===== src/rtl/flash_cmd_pkg.sv =====
package flash_cmd_pkg;

  localparam logic [15:0] OPC_PROG  = 16'h0010;
  localparam logic [15:0] OPC_ERASE = 16'h0020;
  localparam logic [15:0] OPC_CLEAR = 16'h0040;
  localparam logic [15:0] OPC_SUSP  = 16'h0080;
  localparam logic [15:0] OPC_RES_P = 16'h0200;
  localparam logic [15:0] OPC_RES_E = 16'h0400;
  localparam logic [15:0] OPC_OTP   = 16'h0800;
  localparam logic [15:0] OPC_VALID = 16'h1000;

  typedef enum logic [3:0] {
    C_NONE, C_PROG, C_OTP, C_ERASE, C_VALID, C_CLEAR, C_SUSP, C_RES_P, C_RES_E
  } cmd_e;

  typedef enum logic [1:0] {K_PROG, K_ERASE, K_VALID} kind_e;

  typedef enum logic [2:0] {S_IDLE, S_ARMED, S_CHECK, S_RUN, S_DRAIN} state_e;

  // Operand word to command code; anything unlisted is no command.
  function automatic cmd_e decode_op(input logic [15:0] d);
    case (d)
      OPC_PROG:  return C_PROG;
      OPC_OTP:   return C_OTP;
      OPC_ERASE: return C_ERASE;
      OPC_VALID: return C_VALID;
      OPC_CLEAR: return C_CLEAR;
      OPC_SUSP:  return C_SUSP;
      OPC_RES_P: return C_RES_P;
      OPC_RES_E: return C_RES_E;
      default:   return C_NONE;
    endcase
  endfunction

  // Operation kind an arming command runs as.
  function automatic kind_e kind_of(input cmd_e c);
    case (c)
      C_ERASE: return K_ERASE;
      C_VALID: return K_VALID;
      default: return K_PROG;
    endcase
  endfunction

endpackage


===== src/rtl/fcs_decode.sv =====
module fcs_decode
  import flash_cmd_pkg::*;
(
  input  logic [15:0] data_i,
  output cmd_e        cmd_o
);
  always_comb cmd_o = decode_op(data_i);
endmodule


===== src/rtl/fcs_timer.sv =====
// Remaining-run counter; a zero length is stretched to one cycle.
module fcs_timer #(
  parameter int TW = 16
) (
  input  logic          clk,
  input  logic          rst_n,
  input  logic          load_i,
  input  logic [TW-1:0] load_val_i,
  input  logic          tick_i,
  output logic [TW-1:0] rem_o,
  output logic          last_o
);
  function automatic logic [TW-1:0] clamp_len(input logic [TW-1:0] v);
    return (v == '0) ? TW'(1) : v;
  endfunction

  always_ff @(posedge clk or negedge rst_n) begin
    if (!rst_n)                      rem_o <= '0;
    else if (load_i)                 rem_o <= clamp_len(load_val_i);
    else if (tick_i && rem_o != '0)  rem_o <= rem_o - TW'(1);
  end

  assign last_o = (rem_o == TW'(1));
endmodule


===== src/rtl/fcs_drain.sv =====
// Counts the cycles between an accepted suspend and the park point.
module fcs_drain #(
  parameter int SUSP_LAT = 2
) (
  input  logic clk,
  input  logic rst_n,
  input  logic start_i,
  input  logic tick_i,
  output logic done_o
);
  localparam int DW = $clog2(SUSP_LAT + 1) + 1;
  logic [DW-1:0] cnt;

  always_ff @(posedge clk or negedge rst_n) begin
    if (!rst_n)                   cnt <= '0;
    else if (start_i)             cnt <= DW'(SUSP_LAT);
    else if (tick_i && cnt != '0) cnt <= cnt - DW'(1);
  end

  assign done_o = (cnt <= DW'(1));
endmodule


===== src/rtl/fcs_flags.sv =====
// Sticky error flags: {invdat, vstat, cstat, slock}.
module fcs_flags (
  input  logic       clk,
  input  logic       rst_n,
  input  logic       clr_i,
  input  logic       set_slock_i,
  input  logic       set_cstat_i,
  input  logic       set_vstat_i,
  input  logic       set_invdat_i,
  output logic [3:0] flags_o
);
  logic [3:0] set_vec;
  assign set_vec = {set_invdat_i, set_vstat_i, set_cstat_i, set_slock_i};

  always_ff @(posedge clk or negedge rst_n) begin
    if (!rst_n)     flags_o <= '0;
    else if (clr_i) flags_o <= set_vec;
    else            flags_o <= flags_o | set_vec;
  end
endmodule


===== src/rtl/flash_cmd_seq.sv =====
module flash_cmd_seq
  import flash_cmd_pkg::*;
#(
  parameter int AW       = 20,
  parameter int NSEC     = 32,
  parameter int SEC_LSB  = 10,
  parameter int TW       = 16,
  parameter int SUSP_LAT = 2
) (
  input  logic            clk,
  input  logic            rst_n,
  input  logic            wr_en,
  input  logic [AW-1:0]   wr_addr,
  input  logic [15:0]     wr_data,
  input  logic [NSEC-1:0] sector_en,
  input  logic            pipe_on,
  input  logic [TW-1:0]   op_time,
  input  logic            fail_inject,
  input  logic            vfault,
  output logic [6:0]      status_o
);
  localparam int SW = (NSEC > 1) ? $clog2(NSEC) : 1;

  state_e        st;
  kind_e         kind;
  logic [SW-1:0] sec, p_sec, e_sec;
  logic [TW-1:0] p_rem, e_rem;
  logic          psusp, esusp;

  cmd_e          cmd;
  logic [TW-1:0] rem;
  logic          last, drain_done;
  logic [3:0]    flags;

  // Named internal events
  logic wr_ok, in_idle, running, suspendable;
  logic ev_arm, ev_clear, ev_res_p, ev_res_e, ev_data;
  logic ev_fault, ev_complete, ev_susp_take, ev_park, ev_lock;
  logic          load;
  logic [TW-1:0] load_val;

  fcs_decode u_dec (.data_i(wr_data), .cmd_o(cmd));

  always_comb begin
    wr_ok       = wr_en && !pipe_on;
    in_idle     = (st == S_IDLE);
    running     = (st == S_RUN) || (st == S_DRAIN);
    suspendable = (kind != K_VALID);

    ev_arm   = in_idle && wr_ok &&
               ((((cmd == C_PROG) || (cmd == C_OTP)) && !psusp) ||
                ((cmd == C_ERASE) && !esusp) || (cmd == C_VALID));
    ev_clear = in_idle && wr_ok && (cmd == C_CLEAR);
    ev_res_p = in_idle && wr_ok && (cmd == C_RES_P) && psusp;
    ev_res_e = in_idle && wr_ok && (cmd == C_RES_E) && esusp;
    ev_data  = (st == S_ARMED) && wr_ok;

    ev_lock      = (st == S_CHECK) && (kind != K_VALID) && !sector_en[sec];
    ev_fault     = running && suspendable && vfault;
    ev_complete  = running && !ev_fault && last;
    ev_susp_take = (st == S_RUN) && wr_ok && (cmd == C_SUSP) &&
                   suspendable && !ev_fault && !last;
    ev_park      = (st == S_DRAIN) && !ev_fault && !last && drain_done;

    load     = ev_data || ev_res_p || ev_res_e;
    load_val = ev_res_p ? p_rem : (ev_res_e ? e_rem : op_time);
  end

  fcs_timer #(.TW(TW)) u_timer (
    .clk(clk), .rst_n(rst_n), .load_i(load), .load_val_i(load_val),
    .tick_i(running), .rem_o(rem), .last_o(last)
  );

  fcs_drain #(.SUSP_LAT(SUSP_LAT)) u_drain (
    .clk(clk), .rst_n(rst_n), .start_i(ev_susp_take),
    .tick_i(st == S_DRAIN), .done_o(drain_done)
  );

  fcs_flags u_flags (
    .clk(clk), .rst_n(rst_n), .clr_i(ev_clear),
    .set_slock_i(ev_lock),
    .set_cstat_i(ev_fault || (ev_complete && fail_inject)),
    .set_vstat_i(ev_fault),
    .set_invdat_i(ev_complete && fail_inject && (kind == K_PROG)),
    .flags_o(flags)
  );

  // Sequencer state
  always_ff @(posedge clk or negedge rst_n) begin
    if (!rst_n) begin
      st <= S_IDLE;
      kind <= K_PROG;
      sec <= '0;
    end else begin
      unique case (st)
        S_IDLE: begin
          if (ev_arm) begin
            st   <= S_ARMED;
            kind <= kind_of(cmd);
          end else if (ev_res_p) begin
            st <= S_CHECK; kind <= K_PROG; sec <= p_sec;
          end else if (ev_res_e) begin
            st <= S_CHECK; kind <= K_ERASE; sec <= e_sec;
          end
        end
        S_ARMED: if (ev_data) begin
          st  <= S_CHECK;
          sec <= wr_addr[SEC_LSB +: SW];
        end
        S_CHECK: st <= ev_lock ? S_IDLE : S_RUN;
        S_RUN: begin
          if (ev_fault || ev_complete) st <= S_IDLE;
          else if (ev_susp_take)       st <= S_DRAIN;
        end
        S_DRAIN: if (ev_fault || ev_complete || ev_park) st <= S_IDLE;
        default: st <= S_IDLE;
      endcase
    end
  end

  // Parked operations
  always_ff @(posedge clk or negedge rst_n) begin
    if (!rst_n) begin
      psusp <= 1'b0; esusp <= 1'b0;
      p_rem <= '0;   e_rem <= '0;
      p_sec <= '0;   e_sec <= '0;
    end else begin
      if (ev_res_p) psusp <= 1'b0;
      if (ev_res_e) esusp <= 1'b0;
      if (ev_park) begin
        if (kind == K_PROG) begin
          psusp <= 1'b1; p_rem <= rem - TW'(1); p_sec <= sec;
        end else begin
          esusp <= 1'b1; e_rem <= rem - TW'(1); e_sec <= sec;
        end
      end
    end
  end

  assign status_o = {esusp, psusp, flags, (st != S_IDLE)};

endmodule


===== config.mk =====
export PLATFORM = sky130hd
export DESIGN_NAME = flash_cmd_seq
export DESIGN_NICKNAME = d
export VERILOG_FILES = /design/src/rtl/flash_cmd_pkg.sv /design/src/rtl/fcs_decode.sv /design/src/rtl/fcs_timer.sv /design/src/rtl/fcs_drain.sv /design/src/rtl/fcs_flags.sv /design/src/rtl/flash_cmd_seq.sv
export SDC_FILE = /design/constraint.sdc
export NUM_CORES = 1
export LEC_CHECK = 0
export CAP_MARGIN = 20
export CORE_MARGIN = 5
export CORE_UTILIZATION = 57
export DETAILED_ROUTE_END_ITERATION = 16
export MAX_ROUTING_LAYER = met4
export PLACE_DENSITY = 0.88
export SYNTH_ARGS = -nofsm -noshare
export SYNTH_HDL_FRONTEND = slang
export SYNTH_SLANG_ARGS = --single-unit

===== constraint.sdc =====
create_clock -name clk -period 3.4 [get_ports clk]
set_input_delay 1.02 -clock clk [delete_from_list [all_inputs] [get_ports clk]]
set_output_delay 1.02 -clock clk [all_outputs]
set_load 0.05 [all_outputs]

-- After elaboration in Yosys (flattened, before gate mapping)
Cells that the tools add are included.
- register bits after elaboration: 77
- input port bits: 90
- output and inout port bits: 7
- add/subtract/negate cells: 2
- $lt $le $gt $ge: 2
- equality and inequality tests: 28
- muxes and demuxes: 35
- bitwise gates (word level): 2
- reduce and logical (&&, ||, !) cells: 59
- operator list (operator ; number):
    2-to-1 mux 16 bit ; 5
    one-hot mux 4 bit (8 select lines) ; 1
    logical AND 1 bit ; 29
    2-to-1 mux 3 bit ; 9
    2-to-1 mux 5 bit ; 4
    == test 16 x 1 -> 1 bit, second input constant ; 1
    == test 16 x 10 -> 1 bit, second input constant ; 1
    == test 16 x 11 -> 1 bit, second input constant ; 1
    == test 16 x 12 -> 1 bit, second input constant ; 1
    == test 16 x 13 -> 1 bit, second input constant ; 1
    == test 16 x 5 -> 1 bit, second input constant ; 1
    == test 16 x 6 -> 1 bit, second input constant ; 1
    == test 16 x 7 -> 1 bit, second input constant ; 1
    == test 16 x 8 -> 1 bit, second input constant ; 1
    == test 4 x 3 -> 1 bit, second input constant ; 4
    logical NOT 16 bit ; 1
    nonzero test 16 bit ; 1
    subtractor 16 x 1 -> 16 bit, second input constant ; 1
    one-hot mux 3 bit (5 select lines) ; 1
    one-hot mux 5 bit (2 select lines) ; 1
    logical OR 1 bit ; 9
    nonzero test 3 bit ; 3
    == test 4 x 2 -> 1 bit, second input constant ; 2
    2-to-1 mux 2 bit ; 4
    other kinds (24) ; 44

-- Depth between registers and ports, before layout
Gate-level depths: netlist (run 1).
- depth after elaboration: 11
- depth in mapped cells: 11
- gate-level depth less buffers: 9

-- Hierarchy
Synthesis (run 1) repeated with hierarchy kept, for this count alone.
- cell total of the unflattened synthesis: 535
- area, all modules: 4926.0 sq um
- by module, submodules not included (module ; times used ; cells each ; area each (sq um)):
    flash_cmd_seq ; 1 ; 337 ; 3200.6
    fcs_timer ; 1 ; 139 ; 1173.6
    fcs_decode ; 1 ; 29 ; 221.5
    fcs_drain ; 1 ; 21 ; 196.4
    fcs_flags ; 1 ; 9 ; 133.9

-- Worst setup path before layout (run 1)
No wires, ideal clock.
- path kind: input-to-reg
- start point: in wr_data[13]
- end point: reg st[0]
- library setup time: 0.131 ns
- arrival time: 2.821 ns
- data required time: 3.269 ns
- setup slack: 0.448 ns
- stages on the path: 6
- path buffers: 0
- cell sequence: or4_1 -> a211o_1 -> nor4_4 -> or3_1 -> a21boi_1 -> or3_1
- word-level cells in the longest chain between the ends: 10
- elaborated cells between the ends (all ways): 36
- those cells by class: eq/ne (17); mux (4); reduce/logical (15)
- ends and longest elaborated chain (element ; RTL line ; text):
    from (decl) ; flash_cmd_seq.sv:14 ; input logic [15:0] wr_data,
    == test 16 x 11 -> 1 bit, or another cell as far along ; flash_cmd_pkg.sv:22 ; case (d)
    one-hot mux 4 bit (8 select lines) (*) ; flash_cmd_pkg.sv:22 ;
    == test 4 x 1 -> 1 bit or == test 4 x 2 -> 1 bit (tied branches) ; flash_cmd_seq.sv:51 ; ((((cmd == C_PROG) || (cmd == C_OTP)) && !psusp) ||
    logical OR 1 bit ; flash_cmd_seq.sv:51 ;
    logical AND 1 bit ; flash_cmd_seq.sv:51 ;
    logical OR 1 bit ; flash_cmd_seq.sv:51 ;
    logical OR 1 bit ; flash_cmd_seq.sv:52 ; ((cmd == C_ERASE) && !esusp) || (cmd == C_VALID));
    logical AND 1 bit ; flash_cmd_seq.sv:50 ; ev_arm = in_idle && wr_ok &&
    != test 4 x 1 -> 1 bit (no source line) or 2-to-1 mux 3 bit (tied branches) ; - ;
    AND reduction 4 bit (no source line) or one-hot mux 3 bit (5 select lines) (tied branches) ; - ;
    to (signal assigned) ; flash_cmd_seq.sv:110 ; S_CHECK: st <= ev_lock ? S_IDLE : S_RUN;
    to (decl) ; flash_cmd_seq.sv:24 ; state_e st;
Mark *: on every way between the ends. The rest lies on a longest branch, timed or not.
A chain may end at the register's enable or synchronous reset.

-- Worst setup path after layout (run 1)
- start point: in wr_data[6]
- end point: reg sec[4]
- word-level cells in the longest chain between the ends: 10
- elaborated cells between the ends (all ways): 31
- those cells by class: eq/ne (16); mux (4); reduce/logical (11)
- ends and longest elaborated chain (element ; RTL line ; text):
    == test 16 x 11 -> 1 bit, or another cell as far along ; flash_cmd_pkg.sv:22 ;
    one-hot mux 4 bit (8 select lines) (*) ; flash_cmd_pkg.sv:22 ;
    == test 4 x 1 -> 1 bit or == test 4 x 2 -> 1 bit (tied branches) ; flash_cmd_seq.sv:51 ;
    logical OR 1 bit ; flash_cmd_seq.sv:51 ;
    logical AND 1 bit ; flash_cmd_seq.sv:51 ;
    logical OR 1 bit ; flash_cmd_seq.sv:51 ;
    logical OR 1 bit ; flash_cmd_seq.sv:52 ;
    logical AND 1 bit ; flash_cmd_seq.sv:50 ;
    != test 2 bit (no source line) ; - ;
    AND reduction 4 bit (no source line) ; - ;
    to (signal assigned) ; flash_cmd_seq.sv:108 ; sec <= wr_addr[SEC_LSB +: SW];
    to (decl) ; flash_cmd_seq.sv:26 ; logic [SW-1:0] sec, p_sec, e_sec;
Mark *: on every way between the ends. The rest lies on a longest branch, timed or not. The select of a mux whose other input is x is not followed.

==> metrics.md, run 1 <==
| Metric | Value |
|---|---|
| Status | `completed` |
| Most used flip-flop cell after synthesis | `sky130_fd_sc_hd__dfrtp_1` |
| Post-Route WL | `12,400 um` |
| N_diodes | `0` |
| Most used cells in the layout excluding fill and tap cells | `sky130_fd_sc_hd__nand2_1, sky130_fd_sc_hd__clkdlybuf4s50_1, sky130_fd_sc_hd__dfrtp_1` |
| Standby leakage power | `2.88 nW` |
| Cell type with the largest total area after synthesis | `sky130_fd_sc_hd__dfrtp_1` |
| GRT Overall Usage | `0.259` |
| Most common cell after layout, fill and taps aside | `sky130_fd_sc_hd__nand2_1` |
| Area after DPL | `5930 um2` |
| Worst Min Path Start | `u_flags.flags_o[0]` |
| RePlAce Congestion | `0.903` |
| First-pass detailed-route iteration total | `5` |
| Initial standard-cell utilization of the core | `0.588` |
| Setup Viol. Count Final | `0` |
| Number of buffers added for setup after CTS | `0` |
| Largest net degree at the start of global routing | `41` |
| Async set-reset flop share out of synthesis | `1.00` |
| Clk root buf | `sky130_fd_sc_hd__clkbuf_8` |
| Number of enable flip-flop cells after synthesis | `0` |
| Endpoint of the most critical register-to-register path | `u_timer.rem_o[15]` |
| PwrDens | `490 nW/um2` |
| Area growth from synthesis to layout | `26.3%` |
| Highest clock rate | `0.305 GHz` |
| Sum of overflow across all layers after global routing | `0` |
| Hold Crit Depth | `1` |
| Total Die Area | `10,500 um2` |
| Via density per instance | `5.96` |
| Global-route wire length before repair | `20,900 um` |
| H-Tree Depth | `3` |
| Overall die width | `103 um` |
| WP buf/inv | `3` |
| Nets | `717` |
| Post-Syn Area per Cell | `9.29 um2` |
| Master of the slowest instance on the critical path | `sky130_fd_sc_hd__clkdlybuf4s50_1` |
| Routed wirelength normalized by instance count | `16.9 um` |
| Reg-to-reg startpoint | `u_timer.rem_o[10]` |
| Initial drt markers | `290` |
| Transition time of the tightest slew-check pin | `836 ps` |
| Number of unique standard cell types used by synthesis | `64` |
| Vias in the first global route | `4,539` |
| Y dimension of the die | `103 um` |
| Worst path setup slack after routing | `120 ps` |
| Worst-case register-to-register setup slack | `650 ps` |
| Non-Filler Cell Area, Final | `6160 um2` |
| Register bit total from synthesis | `77` |
| DR vias | `4,363` |
| Remaining routing DRC violations | `0` |
| Startpoint-to-endpoint class of the critical path | `in2reg` |
| Initial antenna violation count | `0` |
| Library cell appearing most often on the critical path | `sky130_fd_sc_hd__buf_4` |
| Share of the clock period used by the worst path after layout | `0.965` |
| Kind of end point of the critical path | `register` |
| Latest clock arrival within the worst-skew pair | `360 ps` |
| I/O pin count | `97` |
| Cells after Synth | `525` |
| Endpoint with the worst hold slack | `u_flags.flags_o[0]` |
| Worst voltage drop across the vdd grid | `289 uV` |
| Port bufs | `81` |
| Clock transition at the register clock pins on the worst setup and hold paths after CTS | `80 ps` |
| Final hold violations | `0` |
| Maximum capacitance violations | `0` |
| Post-placement setup slack | `-192 ps` |
| Clock tree from TritonCTS | `done` |
| Hold/Removal Path Class | `reg2reg` |
| Peak fanout along the critical path | `6` |
| Largest buffer count on any clock path | `2` |
| Site row count | `33` |
| Post-Route Utilization | `0.743` |
| R2R cell count | `7` |
| Share of final-layout standard cells stronger than drive strength 1 | `0.137` |
| Worst slew margin | `0.441` |
| Number of warnings issued by yosys | `0` |
| Clock tree sinks | `77` |
| Setup repair after global routing missed its margin | `false` |
| Top-area cell type share of the netlist area | `0.395` |
| Hpwl dp | `9260 um` |
| Kind of launch point of the worst setup path | `primary input` |
| Leading post-synthesis cells by cell area | `sky130_fd_sc_hd__dfrtp_1, sky130_fd_sc_hd__nand2_1, sky130_fd_sc_hd__mux2i_1` |
| Final max-slew violation count | `0` |
| Placeable Area | `8300 um2` |
| Cts bufs inserted | `9` |
| Part of the Yosys area used for sequential elements | `0.395` |
| DRT antenna net count | `0` |
| CP required | `3690 ps` |
| Post-Route Skew | `13.7 ps` |
| Largest stage delay, worst path | `440 ps` |
| Time the final worst path needs with I/O delays and setup | `3280 ps` |
| Netlist area before placement | `4880 um2` |
| Worst-path cell chain | `clkdlybuf4s50_1, buf_4, o21a_1, a2111oi_4, nor4b_2, o2111ai_2, buf_4, mux2i_1, a211oi_1, a21o_1` |
| Top cell family by delay on the critical path | `compound AO/OA/AOI/OAI gates` |
| Worst path arrival time | `3570 ps` |
| Synthesized Nets | `620` |
worst reg2reg max path, delay by kind of cell, from the launching register on:
kind,cells,cell delay [ps]
compound gates,2,730
simple gates,4,1280
flops,1,440
xor+xnor,1,180
power by group:
part / internal [mW] / switching (mW) / total (mW) / leakage, nW
registers: 1.04 / 0.240 / 1.28 / 1.02
logic: 0.482 / 0.521 / 1.00 / 1.75
clock network: 0.387 / 0.354 / 0.741 / 0.111
total: 1.91 / 1.11 / 3.02 / 2.88
per-stage QoR:
step	setup TNS [ps]	power [mW]	cells	hold slack, ps
floorplan	0	1.96	525	445
global placement	-1100	2.22	716	458
detailed placement	-1910	2.27	716	464
CTS	0	3.02	732	481
global route	0	3.19	732	502
finish	0	3.02	732	482
worst max-delay path by stage:
| stage | slack (ps) | from | endpoint | cells after the start |
|---|---|---|---|---|
| after floorplan | 450 | wr_data[13] | st[0] | 6 |
| after global placement | -100 | wr_data[8] | sec[3] | 9 |
| after detailed placement | -190 | wr_data[12] | u_timer.rem_o[7] | 9 |
| after CTS | 130 | wr_data[6] | sec[4] | 10 |
| after global routing | 30 | wr_data[6] | sec[4] | 10 |
| final | 120 | wr_data[6] | sec[4] | 10 |
synth_stat cells (7+ instances only):
library cell and count:
sky130_fd_sc_hd__nand2_1 90, sky130_fd_sc_hd__dfrtp_1 77, sky130_fd_sc_hd__o21ai_0 38, sky130_fd_sc_hd__nor2_1 34, sky130_fd_sc_hd__mux2i_1 25, sky130_fd_sc_hd__xor2_1 23
sky130_fd_sc_hd__o21ai_1 18, sky130_fd_sc_hd__nor3_1 16, sky130_fd_sc_hd__nor4_1 15, sky130_fd_sc_hd__inv_1 14, sky130_fd_sc_hd__nand3_1 13, sky130_fd_sc_hd__xnor2_1 12
sky130_fd_sc_hd__buf_2 10, sky130_fd_sc_hd__clkbuf_1 10, sky130_fd_sc_hd__a21o_1 8, sky130_fd_sc_hd__or3_1 8, sky130_fd_sc_hd__a211oi_1 7, sky130_fd_sc_hd__mux4_2 7
state kept, by name (all words and copies together) (netlist names):
register	cells
e_rem	16
p_rem	16
u_timer.rem_o	16
e_sec	5
p_sec	5
sec	5
u_flags.flags_o	4
st	3
u_drain.cnt	3
kind	2
esusp	1
psusp	1
logic make-up (layout without fill, tap and decap cells):
group           count (synthesis)  count (layout)  synth area share
xor+xnor                       35              35            0.0628
flops                          77              77             0.395
mux                            42              42             0.107
buf+inv                        44             146            0.0474
simple gates                  219             219             0.234
fa+ha+maj                       5               5            0.0128
compound gates                103             103             0.141
metal layers:
metal	routed length, um	GRT usage
met1	5160	0.317
met2	6160	0.421
met3	665	0.0413
met4	369	0.125
met5	0	-
timing repair:
item,CTS,global route
gates resized for setup,0,2
hold buffers,0,0
setup endpoints to repair,0,2
cell type report:
class / count / area, um2
multi-input cells: 404 / 2740
fillers: 579 / 2140
flip-flops and latches: 77 / 1930
repair buffers: 116 / 1090
clock buffers: 11 / 151
well taps: 105 / 131
clock inverters: 5 / 65.1
inverters: 14 / 52.6
No activity file was read; power rests on OpenSTA's default activity.
==> run 2: changes to the inputs <==
Settings changed: TNS_END_PERCENT set to 100.
==> results of run 2 <==
Final layout, timing and power as in run 1 (identical DEF).
==> run 3: changes to the inputs <==
Settings changed: ABC_AREA set to 1, CORE_MARGIN 5 to 2, CTS_CLUSTER_DIAMETER set to 50.
==> run 3 against run 2 <==
  * Sequential power about the same
  * Final area decreased by 1.2%
  * Cell count increased by 20%
  * Utilization decreased by 3.8 points
  * Via count increased by 14%
==> metrics.md, run 3 <==
| Metric | Value |
|---|---|
| Status | `completed (unchanged)` |
| Peak fanout along the critical path | `5 (was 6)` |
| Kind of launch point of the worst setup path | `primary input (unchanged)` |
| Site row count | `34 (was 33)` |
| Most frequently used cell type in the post-synthesis netlist | `sky130_fd_sc_hd__nand2_1 (unchanged)` |
| Most used cells in the layout excluding fill and tap cells | `sky130_fd_sc_hd__nand2_1, sky130_fd_sc_hd__inv_1, sky130_fd_sc_hd__clkdlybuf4s50_1 (was sky130_fd_sc_hd__nand2_1, sky130_fd_sc_hd__clkdlybuf4s50_1, sky130_fd_sc_hd__dfrtp_1)` |
| Cells after Synth | `691 (was 525)` |
| First-pass detailed-route iteration total | `5 (unchanged)` |
| Area growth from synthesis to layout | `20.5% (was 26.3%)` |
| Post-Route WL | `13,200 um (was 12,400 um)` |
| Remaining routing DRC violations | `0 (unchanged)` |
| Hold/Removal Path Class | `reg2reg (unchanged)` |
| Setup repair after global routing missed its margin | `false (unchanged)` |
| Placeable Area | `8640 um2 (was 8300 um2)` |
| Global-route wire length before repair | `22,900 um (was 20,900 um)` |
| Part of the Yosys area used for sequential elements | `0.381 (was 0.395)` |
| Via density per instance | `5.63 (was 5.96)` |
| Highest clock rate | `0.341 GHz (was 0.305 GHz)` |
| PostCTS Resize Cnt | `0 (unchanged)` |
| PwrDens | `539 nW/um2 (was 490 nW/um2)` |
| Nets | `863 (was 717)` |
| Number of enable flip-flop cells after synthesis | `0 (unchanged)` |
| Largest stage delay, worst path | `420 ps (was 440 ps)` |
| Sum of overflow across all layers after global routing | `0 (unchanged)` |
| Worst path setup slack after routing | `464 ps (was 120 ps)` |
| Hpwl dp | `9470 um (was 9260 um)` |
| Switch share | `0.417 (was 0.369)` |
| Largest net degree at the start of global routing | `78 (was 41)` |
| Cell type with the largest total area after synthesis | `sky130_fd_sc_hd__dfrtp_1 (unchanged)` |
| Total Die Area | `9630 um2 (was 10,500 um2)` |
| Initial antenna violation count | `0 (unchanged)` |
| Master of the slowest instance on the critical path | `sky130_fd_sc_hd__clkdlybuf4s50_1 (unchanged)` |
| Port bufs | `81 (unchanged)` |
| Synthesized-area fraction occupied by and/or/nand/nor cells | `0.325 (was 0.234)` |
| End point of the critical path | `st[1] (was sec[4])` |
| I/O pin count | `97 (unchanged)` |
| Non-Filler Cell Area, Final | `6090 um2 (was 6160 um2)` |
| Number of buffers added for setup after CTS | `0 (unchanged)` |
| Post-Syn Area per Cell | `7.31 um2 (was 9.29 um2)` |
| Kind of end point of the critical path | `register (unchanged)` |
| Dominant combinational cell family by area after synthesis | `simple AND/OR/NAND/NOR gates (unchanged)` |
| Post-placement setup slack | `167 ps (was -192 ps)` |
| Timing startpoint of the critical path | `wr_data[13] (was wr_data[6])` |
| Switching Power | `1.37 mW (was 1.11 mW)` |
| H-Tree Depth | `3 (unchanged)` |
| Share of the clock period used by the worst path after layout | `0.864 (was 0.965)` |
| Proportion of power drawn by the clock network | `0.213 (was 0.245)` |
| Flop pwr share | `0.385 (was 0.422)` |
| GRT Overall Usage | `0.300 (was 0.259)` |
| Cell-internal power | `1.91 mW (about the same)` |
| Post-Synth XOR/XNOR Area | `0.0156 (was 0.0628)` |
| Worst voltage drop across the vdd grid | `403 uV (was 289 uV)` |
| CTS Hold Bufs | `0 (unchanged)` |
| Post-Route Skew | `11.0 ps (was 13.7 ps)` |
| Latest clock arrival within the worst-skew pair | `350 ps (was 360 ps)` |
| Number of warnings issued by yosys | `0 (unchanged)` |
| Final hold slack | `484 ps (was 482 ps)` |
| R2R cell count | `11 (was 7)` |
| Y dimension of the die | `98.1 um (was 103 um)` |
| Clock transition at the register clock pins on the worst setup and hold paths after CTS | `80 ps (about the same)` |
| Maximum capacitance violations | `0 (unchanged)` |
| Vias in the first global route | `5,064 (was 4,539)` |
| Area after DPL | `5890 um2 (was 5930 um2)` |
| Most used flip-flop cell after synthesis | `sky130_fd_sc_hd__dfrtp_1 (unchanged)` |
| Number of cells on the critical path | `12 (was 10)` |
| Clock tree from TritonCTS | `done (unchanged)` |
| Placed Cells | `865 (was 716)` |
| Routed wirelength normalized by instance count | `15.0 um (was 16.9 um)` |
| Combinational Power Share | `0.402 (was 0.332)` |
| Post-synthesis compound-gate area fraction | `0.155 (was 0.141)` |
| CP required | `3690 ps (about the same)` |
| Time the final worst path needs with I/O delays and setup | `2940 ps (was 3280 ps)` |
| Startpoint-to-endpoint class of the critical path | `in2reg (unchanged)` |
| Post-Synth Adder-Cell Area | `0.0124 (was 0.0128)` |
| Cts bufs inserted | `9 (unchanged)` |
| Top-area cell type share of the netlist area | `0.381 (was 0.395)` |
| DR vias | `4,962 (was 4,363)` |
| Clock tree sinks | `77 (unchanged)` |
| Largest buffer count on any clock path | `2 (unchanged)` |
| Aggregate negative setup slack | `0 ps (unchanged)` |
| Mux contribution to synthesized area | `0 (was 0.107)` |
| Worst-path cell chain | `clkdlybuf4s50_1, nor2_1, nand2_1, nor2_1, nand4_1, nor3_1, nand4_2, nand3b_1, nand3_1, nor2_1, nand2_1, nand2_1 (was clkdlybuf4s50_1, buf_4, o21a_1, a2111oi_4, nor4b_2, o2111ai_2, buf_4, mux2i_1, a211oi_1, a21o_1)` |
| Synthesized Nets | `786 (was 620)` |
| Worst slew margin | `0.336 (was 0.441)` |
| Leading post-synthesis cells by cell area | `sky130_fd_sc_hd__dfrtp_1, sky130_fd_sc_hd__nand2_1, sky130_fd_sc_hd__inv_1 (was sky130_fd_sc_hd__dfrtp_1, sky130_fd_sc_hd__nand2_1, sky130_fd_sc_hd__mux2i_1)` |
| RePlAce Congestion | `0.944 (was 0.903)` |
| Setup Viol. Count Final | `0 (unchanged)` |
| Transition time of the tightest slew-check pin | `995 ps (was 836 ps)` |
| Final max-slew violation count | `0 (unchanged)` |
| Netlist area before placement | `5050 um2 (was 4880 um2)` |
| Non-Filler Instances | `881 (was 732)` |
| Number of unique standard cell types used by synthesis | `51 (was 64)` |
| Initial standard-cell utilization of the core | `0.585 (was 0.588)` |
| Worst path arrival time | `3230 ps (was 3570 ps)` |
| WP buf/inv | `1 (was 3)` |
| Biggest regs | `e_rem (16), p_rem (16), u_timer.rem_o (16) (unchanged)` |
| Final total power | `3.28 mW (was 3.02 mW)` |
| Register bit total from synthesis | `77 (unchanged)` |
| Worst-case register-to-register setup slack | `880 ps (was 650 ps)` |
| Endpoint of the most critical register-to-register path | `e_sec[4] (was u_timer.rem_o[15])` |
| Most common cell after layout, fill and taps aside | `sky130_fd_sc_hd__nand2_1 (unchanged)` |
| Overall die width | `98.1 um (was 103 um)` |
| N_diodes | `0 (unchanged)` |
| Initial drt markers | `393 (was 290)` |
| Share of final-layout standard cells stronger than drive strength 1 | `0.111 (was 0.137)` |
| Post-Route Utilization | `0.705 (was 0.743)` |
| Standby leakage power | `2.88 nW (about the same)` |
| DRT antenna net count | `0 (unchanged)` |
| Count of filler cells inserted in the layout | `680 (was 579)` |
| Top cells by count, synth | `sky130_fd_sc_hd__nand2_1, sky130_fd_sc_hd__inv_1, sky130_fd_sc_hd__dfrtp_1 (was sky130_fd_sc_hd__nand2_1, sky130_fd_sc_hd__dfrtp_1, sky130_fd_sc_hd__o21ai_0)` |
| Reg-to-reg startpoint | `st[0] (was u_timer.rem_o[10])` |
| Async set-reset flop share out of synthesis | `1.00 (unchanged)` |
| Final hold violations | `0 (unchanged)` |
| Top cell family by delay on the critical path | `simple AND/OR/NAND/NOR gates (was compound AO/OA/AOI/OAI gates)` |
| Clk root buf | `sky130_fd_sc_hd__clkbuf_8 (unchanged)` |
-- run 3: changes by cell type in the layout (fill, tap and decap cells not counted), sizes merged, moves of 21 or more --
cell   change
nand2    +107
inv       +80
nor2      +46
nand3     +37
mux2i     -25
buf       -24
o21ai     +21
-- run 3: cell families after synthesis --
kind of cell             Yosys count
AND/OR/NAND/NOR                  354
AO/OA/AOI/OAI                    123
buffers and inverters            123
flip-flops                        77
XOR/XNOR                           9
adder cells (fa/ha/maj)            5
-- run 3: routing by layer --
metal	vias to the layer above	share of wire	GRT usage
met5	-	0	-
met4	0	0.019	0.112
met3	28	0.067	0.0709
met2	191	0.51	0.494
met1	2361	0.41	0.361
li1	2382	-	-
-- run 3: how the worst min path moves through the flow --
| stage | from | end | slack, ps | depth (start not counted) |
|---|---|---|---|---|
| after global placement | p_rem[11] | p_rem[11] | 460 | 2 |
| final | p_rem[8] | p_rem[8] | 480 | 2 |
| after floorplan | p_rem[10] | p_rem[10] | 450 | 2 |
| after detailed placement | p_rem[2] | p_rem[2] | 470 | 2 |
| after CTS | p_rem[8] | p_rem[8] | 490 | 2 |
| after global routing | p_rem[8] | p_rem[8] | 510 | 2 |
-- run 3: power by group through the flow --
stage	sequential [mW]	combinational, mW	clock, mW
6_report	1.26	1.32	0.698
5_1_grt	1.29	1.47	0.750
4_1_cts	1.26	1.31	0.714
3_5_place_dp	1.28	1.30	0
3_3_place_gp	1.27	1.24	0
2_1_floorplan	1.23	0.988	0
-- run 3: layout make-up --
class,count,area [um2],area share
clock buffer,9,124,0.0203
clock inverter,7,73.8,0.0121
inverter,97,370,0.0608
multi-input combinational,491,2570,0.422
sequential,77,1930,0.317
tap,108,135,0.0222
timing repair buffer,92,891,0.146
-- run 3: worst min-delay path: cells and delay by family (launching register included) --
kind	cells	cell delay [ps]
flops	1	350
simple gates	2	100
